<file path="config.mk">
export PLATFORM = sky130hd
export DESIGN_NAME = aud_serial_rx
export DESIGN_NICKNAME = d
export VERILOG_FILES = /design/src/rtl/aud_rx_pkg.sv /design/src/rtl/aud_rx_framer.sv /design/src/rtl/aud_rx_align.sv /design/src/rtl/aud_rx_fsm.sv /design/src/rtl/aud_serial_rx.sv
export SDC_FILE = /design/constraint.sdc
export NUM_CORES = 1
export LEC_CHECK = 0
export BUFFER_PORTS_ARGS = -buffer_cell sky130_fd_sc_hd__buf_2
export CORE_AREA = 10 10 162 164
export DETAILED_ROUTE_END_ITERATION = 6
export DIE_AREA = 0 0 172 174
export PLACE_DENSITY = 0.49
export SLEW_MARGIN = 30
export SYNTH_ARGS = -nofsm -noshare
export SYNTH_HDL_FRONTEND = slang
export SYNTH_SLANG_ARGS = --single-unit
export TNS_END_PERCENT = 20
</file>
<file path="constraint.sdc">
create_clock -name bit_clk -period 4.35 [get_ports bit_clk]
set_input_delay 1.305 -clock bit_clk [delete_from_list [all_inputs] [get_ports bit_clk]]
set_output_delay 1.305 -clock bit_clk [all_outputs]
set_load 0.1 [all_outputs]
</file>
<file path="src/rtl/aud_rx_pkg.sv">
package aud_rx_pkg;

    typedef enum logic [1:0] {
        FMT_I2S  = 2'b00,
        FMT_RJ16 = 2'b01,
        FMT_RJ20 = 2'b10,
        FMT_RJ24 = 2'b11
    } fmt_e;

    typedef enum logic [1:0] {
        ST_SYNC  = 2'b00,
        ST_LEFT  = 2'b01,
        ST_RIGHT = 2'b10
    } rx_state_e;

    // word length of a right-justified format
    function automatic int unsigned rj_len(input fmt_e f);
        case (f)
            FMT_RJ16: return 16;
            FMT_RJ20: return 20;
            default:  return 24;
        endcase
    endfunction

endpackage

</file>
<file path="src/rtl/aud_rx_framer.sv">
// Samples word select and data, keeps the bit history and counts bits per half-frame.
module aud_rx_framer #(
    parameter int SLOT_W = 32,
    localparam int CNT_W = $clog2(SLOT_W + 1)
) (
    input  logic              clk,
    input  logic              rst_n,
    input  logic              ws_i,
    input  logic              sd_i,
    output logic              edge_o,
    output logic [SLOT_W-1:0] shift_q_o,
    output logic [SLOT_W-1:0] shift_next_o,
    output logic [CNT_W-1:0]  nbits_o
);
    localparam logic [CNT_W-1:0] CNT_CAP = CNT_W'(SLOT_W - 1);

    logic              ws_q;
    logic [SLOT_W-1:0] sh_q;
    logic [CNT_W-1:0]  cnt_q;

    assign edge_o       = ws_i ^ ws_q;
    assign shift_next_o = {sh_q[SLOT_W-2:0], sd_i};
    assign shift_q_o    = sh_q;
    // bits of the closing half, counting the one sampled on this edge
    assign nbits_o      = cnt_q + CNT_W'(1);

    always_ff @(posedge clk or negedge rst_n) begin
        if (!rst_n) begin
            ws_q  <= 1'b0;
            sh_q  <= '0;
            cnt_q <= '0;
        end else begin
            ws_q <= ws_i;
            sh_q <= shift_next_o;
            if (edge_o) begin
                cnt_q <= '0;
            end else if (cnt_q < CNT_CAP) begin
                cnt_q <= cnt_q + CNT_W'(1);
            end
        end
    end

endmodule

</file>
<file path="src/rtl/aud_rx_align.sv">
// Picks the word out of the bit history for the active format and left-aligns it.
module aud_rx_align
    import aud_rx_pkg::*;
#(
    parameter int SLOT_W = 32,
    parameter int OUT_W  = 24,
    localparam int CNT_W = $clog2(SLOT_W + 1)
) (
    input  fmt_e              fmt_i,
    input  logic [SLOT_W-1:0] shift_q_i,
    input  logic [SLOT_W-1:0] shift_next_i,
    input  logic [CNT_W-1:0]  nbits_i,
    output logic [OUT_W-1:0]  word_o
);
    localparam logic [CNT_W-1:0] FULL = CNT_W'(SLOT_W);

    logic [SLOT_W-1:0] src;
    logic [CNT_W-1:0]  len;
    logic [CNT_W-1:0]  sh_amt;
    logic [SLOT_W-1:0] aligned;

    always_comb begin
        src = shift_next_i;
        len = nbits_i;
        unique case (fmt_i)
            FMT_I2S: begin
                // delayed framing: the bit on the edge itself closes the word
                src = shift_next_i;
                len = nbits_i;
            end
            FMT_RJ16, FMT_RJ20, FMT_RJ24: begin
                // word ends one bit before the edge
                src = shift_q_i;
                len = CNT_W'(rj_len(fmt_i));
            end
        endcase
        sh_amt  = FULL - len;
        aligned = src << sh_amt;
        word_o  = aligned[SLOT_W-1 -: OUT_W];
    end

endmodule

</file>
<file path="src/rtl/aud_rx_fsm.sv">
// Frame controller: locks to the first left half, stores the left word, publishes the pair.
module aud_rx_fsm
    import aud_rx_pkg::*;
#(
    parameter int OUT_W = 24
) (
    input  logic             clk,
    input  logic             rst_n,
    input  logic             edge_i,
    input  logic             ws_i,
    input  fmt_e             fmt_i,
    input  logic [OUT_W-1:0] word_i,
    output fmt_e             fmt_q_o,
    output logic [OUT_W-1:0] left_o,
    output logic [OUT_W-1:0] right_o,
    output logic             valid_o
);
    rx_state_e        state_q;
    rx_state_e        state_d;
    logic [OUT_W-1:0] left_hold;
    logic             left_start;

    assign left_start = edge_i && !ws_i;

    // state register
    always_ff @(posedge clk or negedge rst_n) begin
        if (!rst_n) begin
            state_q <= ST_SYNC;
        end else begin
            state_q <= state_d;
        end
    end

    // next state
    always_comb begin
        state_d = state_q;
        unique case (state_q)
            ST_SYNC:  if (left_start) state_d = ST_LEFT;   // LOCK
            ST_LEFT:  if (edge_i)     state_d = ST_RIGHT;  // LEFT_DONE
            ST_RIGHT: if (edge_i)     state_d = ST_LEFT;   // FRAME_DONE
            default:  state_d = ST_SYNC;
        endcase
    end

    // outputs
    always_ff @(posedge clk or negedge rst_n) begin
        if (!rst_n) begin
            fmt_q_o   <= FMT_I2S;
            left_hold <= '0;
            left_o    <= '0;
            right_o   <= '0;
            valid_o   <= 1'b0;
        end else begin
            valid_o <= 1'b0;
            if (left_start && state_q != ST_LEFT) begin
                fmt_q_o <= fmt_i;
            end
            if (state_q == ST_LEFT && edge_i) begin
                left_hold <= word_i;
            end
            if (state_q == ST_RIGHT && edge_i) begin
                left_o  <= left_hold;
                right_o <= word_i;
                valid_o <= 1'b1;
            end
        end
    end

    AST_VALID_PULSE: assert property (@(posedge clk) disable iff (!rst_n)
        valid_o |=> !valid_o);

    AST_VALID_AT_LEFT_START: assert property (@(posedge clk) disable iff (!rst_n)
        valid_o |-> ($past(edge_i) && !$past(ws_i)));

    AST_HOLD_OUTPUTS: assert property (@(posedge clk) disable iff (!rst_n)
        !valid_o |-> ($stable(left_o) && $stable(right_o)));

    AST_SYNC_SILENT: assert property (@(posedge clk) disable iff (!rst_n)
        (state_q == ST_SYNC) |=> !valid_o);

    AST_RJ16_ZERO_FILL: assert property (@(posedge clk) disable iff (!rst_n)
        (state_q != ST_SYNC && edge_i && fmt_q_o == FMT_RJ16) |-> (word_i[OUT_W-17:0] == '0));

endmodule

</file>
<file path="src/rtl/aud_serial_rx.sv">
module aud_serial_rx
    import aud_rx_pkg::*;
#(
    parameter int SLOT_W = 32,
    parameter int OUT_W  = 24
) (
    input  logic             bit_clk,
    input  logic             rst_n,
    input  logic             word_sel,
    input  logic             ser_data,
    input  logic [1:0]       fmt_sel,
    output logic [OUT_W-1:0] left_sample,
    output logic [OUT_W-1:0] right_sample,
    output logic             frame_valid
);
    localparam int CNT_W = $clog2(SLOT_W + 1);

    logic              ws_edge;
    logic [SLOT_W-1:0] hist_q;
    logic [SLOT_W-1:0] hist_next;
    logic [CNT_W-1:0]  nbits;
    logic [OUT_W-1:0]  word;
    fmt_e              frame_fmt;

    aud_rx_framer #(.SLOT_W(SLOT_W)) u_framer (
        .clk          (bit_clk),
        .rst_n        (rst_n),
        .ws_i         (word_sel),
        .sd_i         (ser_data),
        .edge_o       (ws_edge),
        .shift_q_o    (hist_q),
        .shift_next_o (hist_next),
        .nbits_o      (nbits)
    );

    aud_rx_align #(.SLOT_W(SLOT_W), .OUT_W(OUT_W)) u_align (
        .fmt_i        (frame_fmt),
        .shift_q_i    (hist_q),
        .shift_next_i (hist_next),
        .nbits_i      (nbits),
        .word_o       (word)
    );

    aud_rx_fsm #(.OUT_W(OUT_W)) u_fsm (
        .clk     (bit_clk),
        .rst_n   (rst_n),
        .edge_i  (ws_edge),
        .ws_i    (word_sel),
        .fmt_i   (fmt_e'(fmt_sel)),
        .word_i  (word),
        .fmt_q_o (frame_fmt),
        .left_o  (left_sample),
        .right_o (right_sample),
        .valid_o (frame_valid)
    );

endmodule

</file>
==> results_dict.tcl, run 1 <==
set metrics [dict create \
    outcome "finished clean" \
    placed_area_um2 6820 \
    fin_crit_sh 0.788 \
    routed_wl_mm 15.5 \
    rsz0062_at_grt "no" \
    grt_pass1_wl_mm 26.0 \
    avgViaCountPerCell 4.80 \
    ctsHoldBuffers 0 \
    crit_type "reg -> reg" \
    cts_buffers 17 \
    netlist_area_um2 6300 \
    yosysSeqAreaShare 0.460 \
    hpwl_mm 11.4 \
    grt.total_usage 0.109 \
    num-nets-final 668 \
    num_antenna_cells 0 \
    drt.antenna.violating_nets 0 \
    vias 4599 \
    firstDrtPassIters 4 \
    die_y_um 174 \
    cp-end-kind "flop" \
    coreArea_um2 23100 \
    area_growth_pct 16.7 \
    reg2regPathDepth 12 \
    drt_iter0_markers 381 \
    drive_above_1_share 0.215 \
    drc 0 \
    antenna_found_initial 0 \
    grt_overflow 0 \
    synth_top_area_frac 0.460 \
    netlist_top_cells_area "dfrtp_1 46%, mux2i_1 11%, nand2_1 7.6%" \
    slew_viol_final 0 \
    r2r_end "u_fsm.right_o[20]$_DFFE_PN0P_" \
    wl_per_cell_um 16.2 \
    gp_congestion 0.831 \
    syn-num-nets 625 \
    r2r_slack_ps 920 \
    ctsResizeCount 0 \
    cts_buffer_depth 2 \
    syn_avg_cell_area_um2 10.3 \
    critPathArrivalTime_ps 3720 \
    max_freq_mhz 292 \
    report.final.setup_viol 0 \
    h-tree-depth 4 \
    holdWs_ps 415 \
    synth_edf_count 0 \
    slew_headroom 0.386 \
    die_w_um 172 \
    synth.distinct_cells 55 \
    hold_depth 0 \
    min_period_ps 3430 \
    fin_area_um2 7350 \
    yosysTopAreaCell "dfrtp_1" \
    synth-main-ff-cell "dfrtp_1" \
    clkLatencyLatePin_ps 420 \
    cp_data_required_time_ps 4640 \
    worstPathMaxFanout 19 \
    start_kind "flop" \
    worstReg2RegStart "u_fsm.fmt_q_o[0]$_DFFE_PN0P_" \
    clk_pin_slew_ps 60 \
    synth-seq-cells 116 \
    fin_tns_setup_ps 0 \
    hold_path_class "reg -> reg" \
    hold_violations 0 \
    synthArstFlopShare 1.00 \
    grt_max_degree 83 \
    yosysWarningCount 0 \
    io_buffers 54 \
    cts_root_buffer "clkbuf_16" \
    worstMarginPinSlew_ps 922 \
    maxCapViolations 0 \
    cts_sinks 116 \
    std_cell_rows 56 \
    start_util 0.273 \
    skew_ps 8.06 \
    dieArea_um2 29900 \
    post_cts_buffers 0 \
    hp-start "u_framer.shift_q_o[30]$_DFF_PN0_" \
    io_pins 55 \
    grt_pass1_vias 4611 \
    min_to "u_framer.shift_q_o[31]$_DFF_PN0_" \
    syn_inst 613 \
    cts_tree "yes" \
]
## critical path, stage by stage (launching register included)
cell and delay (ps):
dfrtp_1 370, inv_1 110, ha_1 460, nand2_1 140, ha_1 250, nor3b_1 180, a31oi_4 230, nand2_2 320
buf_4 300, mux2_2 310, mux2_2 270, mux2i_1 240, o21ai_0 130
## metal layers
metal | share of wire | GRT usage
met5 | 0 | 0
met4 | 0.018 | 0.0424
met3 | 0.052 | 0.0288
met2 | 0.44 | 0.159
met1 | 0.49 | 0.150
## cell usage after synthesis (4+ instances only)
master and instances:
a21o_1 8, a21oi_1 12, a22o_1 10, a31oi_1 8, buf_1 4, buf_2 12
buf_4 5, buf_6 4, clkbuf_1 15, dfrtp_1 116, ha_1 6, inv_1 11
mux2_2 29, mux2i_1 71, mux4_1 5, mux4_2 9, nand2_1 127, nand3_1 8
nor2_1 38, nor3_1 5, o211ai_1 5, o21a_1 4, o21ai_0 47, xnor2_1 5
xor2_1 4
## worst max-delay path by stage
stage / start / to / slack (ps) / cells past startpoint
finish: u_fsm.fmt_q_o[0]$_DFFE_PN0P_ / u_fsm.right_o[20]$_DFFE_PN0P_ / 920 / 12
global route: u_fsm.fmt_q_o[0]$_DFFE_PN0P_ / u_fsm.right_o[20]$_DFFE_PN0P_ / 620 / 12
CTS: u_fsm.fmt_q_o[0]$_DFFE_PN0P_ / u_fsm.right_o[20]$_DFFE_PN0P_ / 940 / 12
detailed placement: word_sel / u_fsm.left_hold[17]$_DFFE_PN0P_ / 930 / 8
global placement: word_sel / u_fsm.left_hold[18]$_DFFE_PN0P_ / 970 / 8
floorplan: u_fsm.fmt_q_o[0]$_DFFE_PN0P_ / u_fsm.left_hold[19]$_DFFE_PN0P_ / 880 / 14
## state kept, by name, indices dropped and copies added (netlist names)
| signal | cells |
|---|---|
| u_fsm.state_q | 2 |
| u_framer.shift_q_o | 32 |
| u_fsm.fmt_q_o | 2 |
| u_framer.cnt_q | 6 |
| u_fsm.valid_o | 1 |
| u_fsm.left_hold | 24 |
| u_fsm.right_o | 24 |
| u_fsm.left_o | 24 |
| u_framer.ws_q | 1 |
## cell families (layout without fill, tap and decap cells)
kind of cell	Yosys count	count (layout)	share of synthesized area
AOI/OAI and AO/OA	117	117	0.123
DFF	116	116	0.460
buffers and inverters	52	108	0.0411
xor gates and xnor gates	10	10	0.0169
muxes	114	114	0.218
adders and majority gates	6	6	0.0119
and+or+nand+nor	198	198	0.129
## placed cells by master (no fill, tap or decap), types with 5 or more instances in the layout
cell	netlist	layout
clkbuf_16	0	17
mux2i_1	71	71
mux4_2	9	9
buf_2	12	53
clkinv_2	0	5
inv_1	11	11
ha_1	6	5
nor3_1	5	5
buf_4	5	10
dfrtp_1	116	116
nand3_1	8	7
o21ai_0	47	47
a21oi_1	12	12
o211ai_1	5	5
xnor2_1	5	5
a21o_1	8	8
mux4_1	5	5
a31oi_1	8	8
nor2_1	38	38
a22o_1	10	10
nand2_1	127	127
mux2_2	29	29
## area by class of cell
| class | count | area [µm²] |
|---|---|---|
| Multi-Input combinational cell | 445 | 3150 |
| Clock buffer | 17 | 425 |
| Tap cell | 290 | 363 |
| Clock inverter | 15 | 108 |
| Fill cell | 2377 | 15800 |
| Sequential cell | 116 | 2900 |
| Inverter | 12 | 45.0 |
| Timing Repair Buffer | 64 | 360 |
## metrics by stage
step | utilization | instances | setup WS (ps)
after floorplan | - | 613 | 880
after global placement | 0.295 | 927 | 968
after detailed placement | 0.295 | 927 | 934
after CTS | 0.318 | 959 | 936
after global routing | 0.318 | 959 | 619
final | 0.318 | 959 | 921
Power of run 1 is left out: the tool's default activity adds up to more than one toggle a clock period on the data nets, which glitch-free logic cannot reach.
==> inputs of run 2 (changes only) <==
- ABC_AREA: unset -> 1
- CORE_AREA: 10 10 162 164 -> 10 10 168 170
- DIE_AREA: 0 0 172 174 -> 0 0 178 180
- clock period: 4.35 -> 3.3 ns (I/O delays scaled with it)
==> run 2 against run 1 <==
Effect of this change:
- hold slack lost 16 ps
- first-iteration DRC count grew 62%
- via count grew 36%
- sequential share of layout area shrank 2.7 points
- synthesized cell count grew 59%
- setup slack lost 330 ps
- area after synthesis grew 8.4%
- critical endpoint is now u_fsm.right_o[2]$_DFFE_PN0P_
- routed wire length grew 27%
- global-route usage grew 1.6 points
- critical path depth shrank 1
==> results_dict.tcl, run 2 <==
set metrics [dict create \
    grt_pass1_wl_mm 32.4 \
    cts_buffers 17 \
    io_buffers 54 \
    drc 0 \
    cts_root_buffer "clkbuf_16" \
    fin_crit_sh 0.822 \
    num-fill-cells 2740 \
    syn_inst 977 \
    ys_top_cells_by_count "492 x nand2_1, 157 x nand3_1, 116 x dfrtp_1" \
    place_ws_ps 602 \
    syn_avg_cell_area_um2 6.99 \
    antenna_found_initial 1 \
    min_period_ps 2710 \
    firstDrtPassIters 5 \
    yosysWarningCount 0 \
    final_common_cell "nand2_1" \
    grt_max_degree 52 \
    fin_tns_setup_ps 0 \
    routed_wl_mm 19.7 \
    netlist_top_cells_area "dfrtp_1 42%, nand2_1 27%, nand3_1 11%" \
    drive_above_1_share 0.145 \
    yosysTopAreaCell "dfrtp_1" \
    num_antenna_cells 0 \
    crit_type "reg -> reg" \
    skew_ps 13.7 \
    hpwl_mm 14.1 \
    start_kind "flop" \
    fin_util 0.318 \
    synth_edf_count 0 \
    cts_sinks 116 \
    drt.antenna.violating_nets 0 \
    slew_headroom 0.526 \
    holdWs_ps 399 \
    synth_top_area_frac 0.425 \
    synth-main-ff-cell "dfrtp_1" \
    std_cell_rows 58 \
    cp-end-kind "flop" \
    cts_buffer_depth 2 \
    largest_reg_flops 32 \
    yosysSeqAreaShare 0.425 \
    worstMarginPinSlew_ps 711 \
    coreArea_um2 24900 \
    synthArstFlopShare 1.00 \
    rsz0062_at_grt "no" \
    wl_per_cell_um 14.5 \
    r2r_slack_ps 590 \
    vias 6272 \
    io_pins 55 \
    worstPathMaxFanout 31 \
    die_w_um 178 \
    grt_overflow 0 \
    max_freq_mhz 369 \
    syn-num-nets 989 \
    avgViaCountPerCell 4.63 \
    synth-seq-cells 116 \
    slew_viol_final 0 \
    cp_data_required_time_ps 3640 \
    start_util 0.275 \
    num-nets-final 1024 \
    report.final.setup_viol 0 \
    hold_violations 0 \
    clk_pin_slew_ps 60 \
    netlist_area_um2 6830 \
    ctsHoldBuffers 0 \
    dieArea_um2 32000 \
    yosysMostFrequentCell "nand2_1" \
    synth.distinct_cells 33 \
    fin_ws_ps 586 \
    grt.total_usage 0.125 \
    die_y_um 180 \
    maxCapViolations 0 \
    post_cts_buffers 0 \
    ctsResizeCount 0 \
    outcome "finished clean" \
    drt_iter0_markers 619 \
    cts_tree "yes" \
    clkLatencyLatePin_ps 430 \
    h-tree-depth 4 \
    gp_congestion 0.862 \
    grt_pass1_vias 5948 \
    hold_path_class "reg -> reg" \
    critPathArrivalTime_ps 3060 \
    area_growth_pct 15.7 \
    mostFrequentLayoutCells "492 x nand2_1, 157 x nand3_1, 116 x dfrtp_1" \
]
==> run 2: cell count changes in the layout (fill, tap and decap cells not counted), moves of 17 or more <==
cell     before  now
mux2_2       29    0
nor2_1       38   10
inv_1        11   46
o21ai_1       1   18
mux2i_1      71    0
nand2_1     127  492
o21ai_0      47   10
nand3_1       7  157
==> run 2: routing by layer <==
metal  GRT usage  wire, µm
met2       0.184      8630
met3      0.0321      1120
met4      0.0397       274
met1       0.173      9660
met5           0        13
==> run 2: worst paths after layout <==
| check | from | end | cells after the start |
|---|---|---|---|
| setup / recovery | u_fsm.fmt_q_o[1]$_DFFE_PN0P_ | u_fsm.right_o[2]$_DFFE_PN0P_ | 11 |
| hold / removal | u_framer.shift_q_o[29]$_DFF_PN0_ | u_framer.shift_q_o[30]$_DFF_PN0_ | 0 |
| setup reg to reg | u_fsm.fmt_q_o[1]$_DFFE_PN0P_ | u_fsm.right_o[2]$_DFFE_PN0P_ | 11 |
| hold reg to reg | u_framer.shift_q_o[29]$_DFF_PN0_ | u_framer.shift_q_o[30]$_DFF_PN0_ | 0 |
| max in group asynchronous | rst_n | u_fsm.left_o[18]$_DFFE_PN0P_ | 2 |
| min in group asynchronous | rst_n | u_framer.shift_q_o[16]$_DFF_PN0_ | 1 |
==> run 2: area by class of cell <==
type,instances,area [µm²],area share
Multi-Input combinational cell,754,3380,0.428
Sequential cell,116,2900,0.367
Clock buffer,17,425,0.0538
Timing Repair Buffer,71,425,0.0538
Tap cell,330,413,0.0522
Inverter,52,198,0.0250
Clock inverter,14,158,0.0199
==> run 2: logic make-up after synthesis <==
| kind of cell | synth area share |
|---|---|
| compound gates | 0.0289 |
| simple gates | 0.454 |
| buf+inv | 0.0809 |
| fa+ha+maj | 0.0110 |
| flops | 0.425 |
==> run 2: worst max-delay path: stages, from the launching register on <==
cell and delay [ps]:
dfrtp_1 380, inv_1 100, ha_1 370, nand2_2 120, ha_1 230, inv_1 80
nand3_1 90, nand2_2 460, nand3_1 260, nand2_1 170, nand4_2 190, o21ai_1 180
==> run 2: metrics by stage <==
| step | std cells | cell area, µm² |
|---|---|---|
| detailed placement | 1323 | 7320 |
| global placement | 1323 | 7320 |
| global route | 1354 | 7910 |
| floorplan | 977 | 6830 |
| finish | 1354 | 7910 |
| CTS | 1354 | 7910 |
Power of run 2 is left out for the same reason.
==> inputs of run 3 (changes only) <==
- clock period: 3.3 -> 2.78 ns (I/O delays scaled with it)
==> run 3 against run 2 <==
Effect of this change:
- utilization grew 0.45 points
- sequential cell count is the same
- hold slack got worse by 110 ps
- highest routed layer is now met4
==> results_dict.tcl, run 3 (synthesis results as in run 2) <==
set metrics [dict create \
    fin_tns_setup_ps 0 \
    clk_pin_slew_ps 60 \
    drt_iter0_markers 593 \
    ctsHoldBuffers 0 \
    mostFrequentLayoutCells "492 x nand2_1, 157 x nand3_1, 116 x dfrtp_1" \
    maxCapViolations 0 \
    routed_wl_mm 19.8 \
    vias 6261 \
    min_period_ps 2530 \
    coreArea_um2 24900 \
    crit_type "reg -> reg" \
    multi_input_area_um2 3380 \
    io_buffers 54 \
    grt_pass1_wl_mm 33.1 \
    report.final.setup_viol 0 \
    ctsResizeCount 0 \
    hold_path_class "in -> async" \
    grt_max_degree 58 \
    grt_pass1_vias 6097 \
    cp-end-kind "flop" \
    num-fill-cells 2729 \
    cts_buffers 17 \
    hold_violations 0 \
    cts_buffer_depth 2 \
    slew_viol_final 0 \
    slew_headroom 0.485 \
    critPathArrivalTime_ps 2840 \
    final_cells 1360 \
    cts_root_buffer "clkbuf_16" \
    h-tree-depth 4 \
    placed_cells 1328 \
    worstPathMaxFanout 24 \
    die_y_um 180 \
    largest_reg_flops 32 \
    firstDrtPassIters 5 \
    io_pins 55 \
    cts_sinks 116 \
    outcome "finished clean" \
    dieArea_um2 32000 \
    clkLatencyLatePin_ps 420 \
    fin_util 0.322 \
    avgViaCountPerCell 4.60 \
    worstMarginPinSlew_ps 773 \
    die_w_um 178 \
    drt.antenna.violating_nets 0 \
    post_cts_buffers 0 \
    drc 0 \
    fin_area_um2 8020 \
    num-nets-final 1029 \
    start_util 0.275 \
    fin_crit_sh 0.909 \
    gp_congestion 0.892 \
    final_common_cell "nand2_1" \
    hpwl_mm 14.3 \
    grt.total_usage 0.127 \
    antenna_found_initial 0 \
    drive_above_1_share 0.149 \
    grt_overflow 0 \
    skew_ps 11.2 \
    start_kind "flop" \
    area_growth_pct 17.3 \
    rsz0062_at_grt "no" \
    cp_data_required_time_ps 3090 \
    seqCellArea_um2 2900 \
    cts_tree "yes" \
    wl_per_cell_um 14.6 \
    placed_area_um2 7410 \
    std_cell_rows 58 \
    num_antenna_cells 0 \
    max_freq_mhz 396 \
]
==> run 3: cell types whose count changed in the layout (fill, tap and decap cells not counted) <==
cell,change
buf_4,+1
inv_2,-1
clkbuf_1,+1
buf_12,+4
clkinvlp_4,-2
clkinv_2,+2
bufinv_16,+1
==> run 3: final timing paths <==
path / to / cells past startpoint / slack [ps] / start
max in group asynchronous: u_fsm.right_o[21]$_DFFE_PN0P_ / 2 / 1920 / rst_n
min: u_framer.shift_q_o[12]$_DFF_PN0_ / 1 / 290 / rst_n
min reg2reg: u_framer.shift_q_o[31]$_DFF_PN0_ / 0 / 400 / u_framer.shift_q_o[30]$_DFF_PN0_
max reg2reg: u_fsm.left_hold[11]$_DFFE_PN0P_ / 12 / 250 / u_framer.cnt_q[1]$_DFFE_PN0P_
min in group bit_clk: u_framer.shift_q_o[31]$_DFF_PN0_ / 0 / 400 / u_framer.shift_q_o[30]$_DFF_PN0_
max: u_fsm.left_hold[11]$_DFFE_PN0P_ / 12 / 250 / u_framer.cnt_q[1]$_DFFE_PN0P_
==> run 3: layout make-up <==
cell class	count	share of cell area
clock inverters	14	0.0222
well taps	330	0.0515
flip-flops and latches	116	0.362
inverters	52	0.0248
repair buffers	76	0.0640
clock buffers	18	0.0535
multi-input cells	754	0.422
==> run 3: per-stage QoR <==
step	worst slack [ps]	hold WS (ps)
2_1_floorplan	253	369
3_3_place_gp	214	387
3_5_place_dp	191	394
4_1_cts	286	283
5_1_grt	27.3	290
6_report	254	286
==> run 3: metal layers <==
metal / GRT usage / up-vias / wire length, µm / part of all wire
li1: - / 3199 / - / -
met1: 0.179 / 2903 / 9780 / 0.49
met2: 0.188 / 141 / 8730 / 0.44
met3: 0.0300 / 18 / 1000 / 0.051
met4: 0.0384 / 0 / 282 / 0.014
met5: 0 / - / 0 / 0
==> run 3: worst max-delay path, stage by stage, from the launching register on <==
cell     delay, ps
dfrtp_1        420
ha_1           360
nand2_2         90
ha_1           300
buf_4          220
o21ai_0        290
nand2_1        130
nand2_1        120
nand2_1         60
o21ai_1        140
nand2_1        120
nand3_1        130
nand2_1         60
Power of run 3 is left out for the same reason.
